`src/rtl/byte_cpu_pkg.sv`:
```
package byte_cpu_pkg;

  localparam int DATA_W  = 8;
  localparam int RIDX_W  = 2;
  localparam int SHAMT_W = 2;

  typedef enum logic [3:0] {
    OP_NOP,
    OP_LOAD,
    OP_STORE,
    OP_ADD,
    OP_SUB,
    OP_NAND,
    OP_ORI,
    OP_SHIFT,
    OP_BZ,
    OP_BNZ,
    OP_BPZ
  } op_e;

  typedef enum logic [2:0] {
    ALU_ADD,
    ALU_SUB,
    ALU_OR,
    ALU_NAND,
    ALU_SHIFT
  } alu_e;

  typedef struct packed {
    op_e                op;
    alu_e               alu;
    logic [RIDX_W-1:0]  ra;
    logic [RIDX_W-1:0]  rb;
    logic               reg_we;
    logic               flag_we;
    logic               mem_we;
    logic               wb_mem;
    logic               src_imm;
    logic               shl;
    logic [SHAMT_W-1:0] shamt;
    logic [DATA_W-1:0]  imm;
  } ctl_t;

endpackage

```
`src/rtl/byte_cpu_decode.sv`:
```
module byte_cpu_decode
  import byte_cpu_pkg::*;
(
  input  logic [DATA_W-1:0] instr,
  output ctl_t              ctl
);

  localparam logic [RIDX_W-1:0] ORI_DEST = RIDX_W'(1);

  always_comb begin
    ctl       = '0;
    ctl.op    = OP_NOP;
    ctl.alu   = ALU_ADD;
    ctl.ra    = instr[7:6];
    ctl.rb    = instr[5:4];
    if (instr[2:0] == 3'b111) begin
      ctl.op      = OP_ORI;
      ctl.ra      = ORI_DEST;
      ctl.alu     = ALU_OR;
      ctl.src_imm = 1'b1;
      ctl.imm     = DATA_W'(instr[7:3]);
      ctl.reg_we  = 1'b1;
      ctl.flag_we = 1'b1;
    end else if (instr[2:0] == 3'b011) begin
      ctl.op      = OP_SHIFT;
      ctl.ra      = instr[4:3];
      ctl.alu     = ALU_SHIFT;
      ctl.shl     = instr[7];
      ctl.shamt   = instr[6:5];
      ctl.reg_we  = 1'b1;
      ctl.flag_we = 1'b1;
    end else begin
      ctl.imm = {{(DATA_W-4){instr[7]}}, instr[7:4]};
      unique case (instr[3:0])
        4'b0000: begin
          ctl.op     = OP_LOAD;
          ctl.reg_we = 1'b1;
          ctl.wb_mem = 1'b1;
        end
        4'b0010: begin
          ctl.op     = OP_STORE;
          ctl.mem_we = 1'b1;
        end
        4'b0100: begin
          ctl.op      = OP_ADD;
          ctl.alu     = ALU_ADD;
          ctl.reg_we  = 1'b1;
          ctl.flag_we = 1'b1;
        end
        4'b0110: begin
          ctl.op      = OP_SUB;
          ctl.alu     = ALU_SUB;
          ctl.reg_we  = 1'b1;
          ctl.flag_we = 1'b1;
        end
        4'b1000: begin
          ctl.op      = OP_NAND;
          ctl.alu     = ALU_NAND;
          ctl.reg_we  = 1'b1;
          ctl.flag_we = 1'b1;
        end
        4'b0101: ctl.op = OP_BZ;
        4'b1001: ctl.op = OP_BNZ;
        4'b1101: ctl.op = OP_BPZ;
        default: ctl.op = OP_NOP;
      endcase
    end
  end

endmodule

```
`src/rtl/byte_cpu_alu.sv`:
```
module byte_cpu_alu
  import byte_cpu_pkg::*;
#(
  parameter int DW = DATA_W
) (
  input  logic [DW-1:0]      opa,
  input  logic [DW-1:0]      opb,
  input  alu_e               sel,
  input  logic               shl,
  input  logic [SHAMT_W-1:0] shamt,
  output logic [DW-1:0]      res,
  output logic               zero,
  output logic               neg
);

  always_comb begin
    unique case (sel)
      ALU_ADD:   res = opa + opb;
      ALU_SUB:   res = opa - opb;
      ALU_OR:    res = opa | opb;
      ALU_NAND:  res = ~(opa & opb);
      ALU_SHIFT: res = shl ? (opa << shamt) : (opa >> shamt);
      default:   res = opa;
    endcase
  end

  assign zero = (res == '0);
  assign neg  = res[DW-1];

endmodule

```
`src/rtl/byte_cpu_regfile.sv`:
```
module byte_cpu_regfile #(
  parameter int NREG = 4,
  parameter int DW   = 8,
  localparam int IW  = $clog2(NREG)
) (
  input  logic             clk,
  input  logic             rst,
  input  logic             we,
  input  logic [IW-1:0]    wa,
  input  logic [DW-1:0]    wd,
  input  logic [IW-1:0]    ra1,
  input  logic [IW-1:0]    ra2,
  output logic [DW-1:0]    rd1,
  output logic [DW-1:0]    rd2,
  output logic [NREG*DW-1:0] dbg
);

  logic [DW-1:0] rf_q [NREG];

  always_ff @(negedge clk) begin
    if (rst) begin
      for (int i = 0; i < NREG; i++) rf_q[i] <= '0;
    end else if (we) begin
      rf_q[wa] <= wd;
    end
  end

  assign rd1 = rf_q[ra1];
  assign rd2 = rf_q[ra2];

  for (genvar g = 0; g < NREG; g++) begin : g_dbg
    assign dbg[g*DW +: DW] = rf_q[g];
  end

endmodule

```
`src/rtl/byte_cpu_mem.sv`:
```
module byte_cpu_mem #(
  parameter int AW = 8,
  parameter int DW = 8,
  localparam int DEPTH = 1 << AW
) (
  input  logic          clk,
  input  logic          we,
  input  logic [AW-1:0] addr,
  input  logic [DW-1:0] wdata,
  output logic [DW-1:0] rdata
);

  logic [DW-1:0] mem_q [DEPTH];

  always_ff @(negedge clk) begin
    if (we) mem_q[addr] <= wdata;
  end

  assign rdata = mem_q[addr];

endmodule

```
`src/rtl/byte_cpu.sv`:
```
module byte_cpu
  import byte_cpu_pkg::*;
#(
  parameter int              AW     = 8,
  parameter int              NREG   = 4,
  parameter logic [AW-1:0]   RST_PC = AW'('h80),
  localparam int             DW     = DATA_W
) (
  input  logic               clk,
  input  logic               rst,
  output logic [AW-1:0]      dbg_pc,
  output logic [NREG*DW-1:0] dbg_regs,
  output logic               dbg_z,
  output logic               dbg_n
);

  logic [AW-1:0] pc_q;
  logic          z_q;
  logic          n_q;
  logic [DW-1:0] instr_w;
  ctl_t          ctl;
  logic [DW-1:0] rd1;
  logic [DW-1:0] rd2;
  logic [DW-1:0] alu_b;
  logic [DW-1:0] alu_res;
  logic          alu_z;
  logic          alu_n;
  logic [DW-1:0] dmem_rd;
  logic [DW-1:0] wb_data;
  logic          take;
  logic [AW-1:0] pc_next;

  byte_cpu_mem #(.AW(AW), .DW(DW)) u_imem (
    .clk   (clk),
    .we    (1'b0),
    .addr  (pc_q),
    .wdata ('0),
    .rdata (instr_w)
  );

  byte_cpu_decode u_dec (
    .instr (instr_w),
    .ctl   (ctl)
  );

  byte_cpu_regfile #(.NREG(NREG), .DW(DW)) u_rf (
    .clk (clk),
    .rst (rst),
    .we  (ctl.reg_we & ~rst),
    .wa  (ctl.ra),
    .wd  (wb_data),
    .ra1 (ctl.ra),
    .ra2 (ctl.rb),
    .rd1 (rd1),
    .rd2 (rd2),
    .dbg (dbg_regs)
  );

  assign alu_b = ctl.src_imm ? ctl.imm : rd2;

  byte_cpu_alu #(.DW(DW)) u_alu (
    .opa   (rd1),
    .opb   (alu_b),
    .sel   (ctl.alu),
    .shl   (ctl.shl),
    .shamt (ctl.shamt),
    .res   (alu_res),
    .zero  (alu_z),
    .neg   (alu_n)
  );

  byte_cpu_mem #(.AW(AW), .DW(DW)) u_dmem (
    .clk   (clk),
    .we    (ctl.mem_we & ~rst),
    .addr  (rd2[AW-1:0]),
    .wdata (rd1),
    .rdata (dmem_rd)
  );

  assign wb_data = ctl.wb_mem ? dmem_rd : alu_res;

  always_comb begin
    unique case (ctl.op)
      OP_BZ:   take = z_q;
      OP_BNZ:  take = ~z_q;
      OP_BPZ:  take = ~n_q;
      default: take = 1'b0;
    endcase
  end

  assign pc_next = pc_q + AW'(1) + (take ? AW'(signed'(ctl.imm)) : '0);

  always_ff @(negedge clk) begin
    if (rst) begin
      pc_q <= RST_PC;
      z_q  <= 1'b0;
      n_q  <= 1'b0;
    end else begin
      pc_q <= pc_next;
      if (ctl.flag_we) begin
        z_q <= alu_z;
        n_q <= alu_n;
      end
    end
  end

  assign dbg_pc = pc_q;
  assign dbg_z  = z_q;
  assign dbg_n  = n_q;

endmodule

```
`config.mk`:
```
export PLATFORM = sky130hd
export DESIGN_NAME = byte_cpu
export DESIGN_NICKNAME = d
export VERILOG_FILES = /design/src/rtl/byte_cpu_pkg.sv /design/src/rtl/byte_cpu_decode.sv /design/src/rtl/byte_cpu_alu.sv /design/src/rtl/byte_cpu_regfile.sv /design/src/rtl/byte_cpu_mem.sv /design/src/rtl/byte_cpu.sv
export SDC_FILE = /design/constraint.sdc
export NUM_CORES = 1
export LEC_CHECK = 0
export BUFFER_PORTS_ARGS = -buffer_cell sky130_fd_sc_hd__buf_2
export CAP_MARGIN = 0
export CORE_MARGIN = 2
export CORE_UTILIZATION = 37
export DETAILED_ROUTE_END_ITERATION = 16
export PLACE_DENSITY = 0.82
export SYNTH_ARGS = -nofsm -noshare
export SYNTH_HDL_FRONTEND = slang
export SYNTH_MEMORY_MAX_BITS = 65536
export SYNTH_SLANG_ARGS = --single-unit
```
`constraint.sdc`:
```
create_clock -name clk -period 1.46 [get_ports clk]
set_input_delay 0 -clock clk [delete_from_list [all_inputs] [get_ports clk]]
set_output_delay 0 -clock clk [all_outputs]
set_load 0.05 [all_outputs]
```
# == After elaboration in Yosys (flattened, before gate mapping) ==
# Memories as Yosys holds them, arrays and structs flattened.
# Cells that the tools add are included.
# op_classes
add_sub_neg,4
eq_ne,16
n_shift,2
n_mux,34
bitwise,8
n_reduce_logical,6
# ops
cell,n
$mux W8,7
$pmux W8 S5,1
$pmux W4 S8,1
$add A8 B8 Y8,2
$mux W1,13
$eq A4 B3 Y1 const AB,3
$eq A4 B4 Y1 const AB,3
$eq A4 B4 Y1 const B,3
$mux W2,6
$mux W9,1
$add A8 B1 Y8 const B,1
$and A8 B8 Y8,1
$logic_not A8 Y1,1
$not A8 Y8,1
$or A8 B8 Y8,1
$reduce_or A8 Y1,1
$shl A8 B2 Y8,1
$shr A8 B2 Y8,1
$sub A8 B8 Y8,1
$mux W7,1
$eq A3 B2 Y1 const B,2
$mux W3,2
$eq A4 B2 Y1 const AB,1
$logic_not A4 Y1 const A,1
11 further kinds,14
# word_totals
ff_bits,10
mem_bits_rw,2080
in_bits,2
output_inout_bits,42
n_memories,2
# mem_list
memory,words,word_bits,read_ports,rd_ports_with_merged_regs,wr,line,text
u_dmem.mem_q,256,8,1,0,1,byte_cpu_mem.sv:13,logic [DW-1:0] mem_q [DEPTH];
u_rf.rf_q,4,8,6,0,4,byte_cpu_regfile.sv:18,logic [DW-1:0] rf_q [NREG];

# == Logic depth before layout (Yosys ltp) ==
# Gate-level depths: netlist of run 1.
# logic_depth
word_depth,11
depth_mapped,4

# == Hierarchy ==
# Synthesis of run 1 repeated with hierarchy kept, for this count alone.
# unflattened
hier_cells,7518
area_unflattened_um2,160779.2
# modules_own_cells
mod,instances,cells_each,area_each_um2
byte_cpu_mem,2,3540,78312.6
byte_cpu_regfile,1,96,1657.8
byte_cpu_alu,1,192,1312.5
byte_cpu,1,96,900.9
byte_cpu_decode,1,54,282.8

==> reports/metrics.cfg, run 1 <==
[timing]
grt_setup_unrepaired = true
setup_tns_ns = -0.519
finalSetupViolCount = 8
whs_ns = 0.550
fin_skew_ns = 0.0141
setup_ws_ns = -0.0763
final_max_slew_viol_count = 0
hold_viol = 0

[yosys]
yosysSeqAreaShare_pct = 28.2
synth_cell_type_count = 18
yosysWarnings = 0
synth-seq-cells = 8
syn_inst = 68
syn_area_per_cell_sq_um = 8.35
synth_area_sq_um = 568

[global_route]
grt_pass1_vias = 404
grt_pass1_wl_microns = 1540
antenna_found_initial = 0
grt_usage_pct = 11.6
grt_start_max_net_pins = 8
overflow = 0

[detailed_routing]
drt_wl_total_microns = 1040
avgRoutedWirePerCell_microns = 9.25
drtIter0Drc = 5
vias = 424
detail-route-antenna-nets = 0
via_per_inst = 3.79
drc_errors = 0
first_pass_iters = 2

[floorplanning]
design.core.area_sq_um = 1470
io_pins = 44
initial_core_util_pct = 38.6
die_y_microns = 43.2
die-area_sq_um = 1860
placementRows = 14
die_w_microns = 43.2

[power_and_ir_drop]
comb_power_share_pct = 35.5
p_int_uw = 383
power_leakage_uw = 0.000385
irDropWorstVdd_uv = 534
power_uw = 759
pwr-share-seq_pct = 30.3
switchingPower_uw = 375
clkPwrFrac_pct = 34.1
netSwitchingFraction_pct = 49.5
p_per_area_nw_per_um2 = 1040

[run]
max_cap_viol_count = 0

[critical_path]
ff2ff_setup_slack_ns = 0.12
critPathBufInv = 1
cp.required_ns = 1.46
path_cells = buf_8
r2r_cells = 5
slowest_delay_ns = 0.34
crit_path_max_fanout = 2
critPathCaptureType = output port
cp_top_family = flip-flops
cp_data_arrival_time_ns = 1.54
r2r_end = dbg_pc[6]
reg2reg_from = dbg_pc[0]
cp-start-kind = register
critPathSlowestCell = dfxtp_4
startpoint = dbg_pc[5]
crit_type = register to output port

[finish]
area_delta_synth_final_pct = 28.2
n_antenna_cell = 0
fin_util_pct = 49.5
drive_gt1_share_pct = 32.3
nets = 101
largest_register_ffs = 8
nFillCells = 160

[min_path]
holdCritPathClass = register to register
hold_depth = 2
hold_path_end = dbg_pc[0]
min-delay-start = dbg_pc[0]

[cts]
numCtsBuffers = 3
clock_sinks = 8
clock_latency_ns = 0.32
htreeDepth = 1
hold_buffers = 0
cts_root_buf = clkbuf_4
clk_pin_slew_worst_paths_ns = 0.04
clockBufferDepth = 2
cts_tree = yes

[placed_design]
dp_hpwl_microns = 664
portBuffers = 9
pre_cts_slack_ns = 0.0903
place_congestion = 0.694

[run_status]
status = finished, violations left
violations = setup timing

[metrics by stage]
| step | cells | instance area [sq um] |
|---|---|---|
| after global routing | 112 | 728 |
| after floorplan | 101 | 697 |
| final | 112 | 728 |
| after detailed placement | 95 | 529 |
| after CTS | 111 | 721 |
| after global placement | 95 | 529 |
[synth_stat cells]
library cell,number,share of area [%]
nor2b_1,1,1.1
nor3_1,1,0.88
dfxtp_1,8,28
nand3_1,2,1.8
or3_1,2,2.2
inv_1,1,0.66
nand4_1,1,1.1
nand3_2,1,1.8
xnor2_1,1,1.5
nor2_1,4,2.6
a21oi_1,2,1.8
o21ai_0,3,2.6
buf_4,34,45
nand2_1,2,1.3
ha_1,1,2.2
xor2_1,2,3.1
conb_1,1,0.66
or3b_1,1,1.5
[metal layers]
layer  global-route usage [%]  up-vias  routed length [microns]
li1                         -      207                        -
met1                     10.1      186                      336
met5                        0        -                        0
met2                     19.7       31                      578
met3                     7.66        0                      121
met4                     6.67        0                        0
[power by group through the flow]
stage | registers (uW) | clock network (uW) | logic (uW)
2_1_floorplan | 264 | 38.0 | 270
3_3_place_gp | 239 | 38.0 | 238
3_5_place_dp | 240 | 38.0 | 239
4_1_cts | 230 | 272 | 267
5_1_grt | 231 | 300 | 278
6_report | 230 | 259 | 270
[area by class of cell]
cell class | count | area (sq um) | area share (%)
well taps | 16 | 20.0 | 2.75
clock buffers | 3 | 22.5 | 3.09
flip-flops and latches | 8 | 183 | 25.1
multi-input cells | 58 | 273 | 37.5
repair buffers | 19 | 200 | 27.5
clock inverters | 8 | 30.0 | 4.12
[worst max-delay path by stage]
stage	endpoint	slack, ns	cells past startpoint
2_1_floorplan	dbg_pc[7]	0.009	3
3_3_place_gp	dbg_pc[2]	0.11	1
3_5_place_dp	dbg_pc[5]	0.09	1
4_1_cts	dbg_pc[3]	-0.08	1
5_1_grt	dbg_pc[0]	-0.12	1
6_report	dbg_pc[5]	-0.08	1
[timing repair]
| item | 4_1_cts | 5_1_grt |
|---|---|---|
| resized for setup | 33 | 0 |
| endpoints found under the setup margin | 8 | 8 |
| buffers inserted | 6 | 1 |
[cell families (layout without fill, tap and decap cells)]
family / Yosys count / count (layout) / synth area share (%)
buffers and inverters: 35 / 30 / 45.6
XOR/XNOR: 3 / 3 / 4.63
AO/OA/AOI/OAI: 5 / 5 / 4.40
flip-flops: 8 / 8 / 28.2
adder cells (fa/ha/maj): 1 / 1 / 2.20
AND/OR/NAND/NOR: 15 / 15 / 14.3
other: 1 / 34 / 0.660
[worst min-delay path, stage by stage (launching register included)]
cell and delay (ns):
dfxtp_4 0.35, buf_4 0.12, nor2_1 0.04
[cells in the final DEF (no fill, tap or decap), drive strengths merged]
cell type	count
dfxtp	8
o21ai	3
nor2b	1
xnor2	1
nand3	3
or3b	1
buf	19
xor2	2
clkbuf	3
ha	1
inv	8
nand2	2
nor2	4
conb	34
a21oi	2
or3	2
nand4	1
nor3	1
No activity file was read; power rests on OpenSTA's default activity.
==> run 2, diff against run 1 <==
==> constraint.sdc (replaced) <==
create_clock -name clk -period 1.9 [get_ports clk]
set_input_delay 0 -clock clk [delete_from_list [all_inputs] [get_ports clk]]
set_output_delay 0 -clock clk [all_outputs]
set_load 0.05 [all_outputs]
==> run 2 against run 1 <==
- the flow now finishes without violations
- power shrank 26%
- critical path depth is the same
- via count shrank 8.5%
- global-route usage shrank 3.0 points
- clock power shrank 26%
- non-clock buffer count shrank 10
- combinational power shrank 31%
- clock-buffer cell count is the same
- cell count shrank 8.9%
- core utilization shrank 9.1 points
- cell area shrank 18%
- critical path type unchanged
==> reports/metrics.cfg, run 2 (synthesis gave the netlist of run 1 again) <==
[placed_design]
place_congestion = 0.717
portBuffers = 9
dp_hpwl_microns = 560

[cts]
cts.repair.resized = 10
hold_buffers = 0
numCtsBuffers = 3
cts_root_buf = clkbuf_4
clock_latency_ns = 0.32
clk_pin_slew_worst_paths_ns = 0.03
clockBufferDepth = 2
htreeDepth = 1
cts_tree = yes
post-cts-setup-buffer-count = 0
clock_sinks = 8

[floorplanning]
io_pins = 44
die_w_microns = 43.2
die-area_sq_um = 1860
design.core.area_sq_um = 1470
die_y_microns = 43.2
initial_core_util_pct = 38.6
placementRows = 14

[finish]
final_common_cell = conb_1
largest_register_ffs = 8
fin_util_pct = 40.4
seqCellArea_sq_um = 165
final_cell_mix = 34 x conb_1, 8 x inv_1, 5 x buf_6
area_delta_synth_final_pct = 4.63
multi_input_area_sq_um = 273
nets = 91
drive_gt1_share_pct = 19.8
nFillCells = 170
n_antenna_cell = 0

[critical_path]
critPathCaptureType = output port
critPathSlowestCell = dfxtp_1
cp.required_ns = 1.90
critPathBufInv = 1
cp_top_family = flip-flops
crit_path_max_fanout = 3
cp-start-kind = register
slowest_delay_ns = 0.37
cp_data_arrival_time_ns = 1.86
crit_type = register to output port
path_cells = buf_4

[timing]
hold_viol = 0
final_max_slew_viol_count = 0
finalSetupViolCount = 0
setup_tns_ns = 0
fin_skew_ns = 0.00548

[global_route]
grt_pass1_vias = 290
grt_start_max_net_pins = 9
grt_pass1_wl_microns = 1110
overflow = 0
grt_usage_pct = 8.69
antenna_found_initial = 0

[power_and_ir_drop]
irDropWorstVdd_uv = 374
power_leakage_uw = 0.000318
p_per_area_nw_per_um2 = 944
power_uw = 561

[detailed_routing]
via_per_inst = 3.80
drt_wl_total_microns = 747
drtIter0Drc = 8
vias = 388
drc_errors = 0
avgRoutedWirePerCell_microns = 7.32
first_pass_iters = 4
detail-route-antenna-nets = 0

[run_status]
status = finished clean

[min_path]
holdCritPathClass = register to register

[run]
max_cap_viol_count = 0

-- run 2: power by group --
group	switching, uW	internal (uW)
Combinational	173	14.3
Clock	95.9	95.0
Sequential	7.23	176
-- run 2: final timing paths --
| kind | start | to | slack [ns] | depth (start not counted) |
|---|---|---|---|---|
| max reg2reg | dbg_pc[1] | dbg_pc[6] | 0.68 | 4 |
| max | dbg_pc[1] | dbg_pc[1] | 0.04 | 1 |
| min | dbg_pc[0] | dbg_pc[0] | 0.45 | 1 |
| min reg2reg | dbg_pc[0] | dbg_pc[0] | 0.45 | 1 |
-- run 2: through the flow --
stage,cells,area [sq um],hold slack [ns],setup slack [ns]
floorplan,101,692,0.653,0.271
global placement,92,502,0.437,0.262
detailed placement,92,502,0.446,0.257
CTS,102,579,0.459,0.000657
global route,102,594,0.481,-0.0136
finish,102,594,0.445,0.0424
-- run 2: cell type report --
type | count | share of cell area (%)
Clock buffer | 3 | 3.79
Clock inverter | 8 | 5.05
Multi-Input combinational cell | 58 | 45.9
Sequential cell | 8 | 27.8
Tap cell | 16 | 3.37
Timing Repair Buffer | 9 | 14.1
-- run 2: per-layer routing --
layer / track usage (%) / wire (microns)
met1: 8.55 / 295
met2: 10.4 / 310
met3: 7.66 / 116
met4: 8.48 / 23
met5: 0 / 0
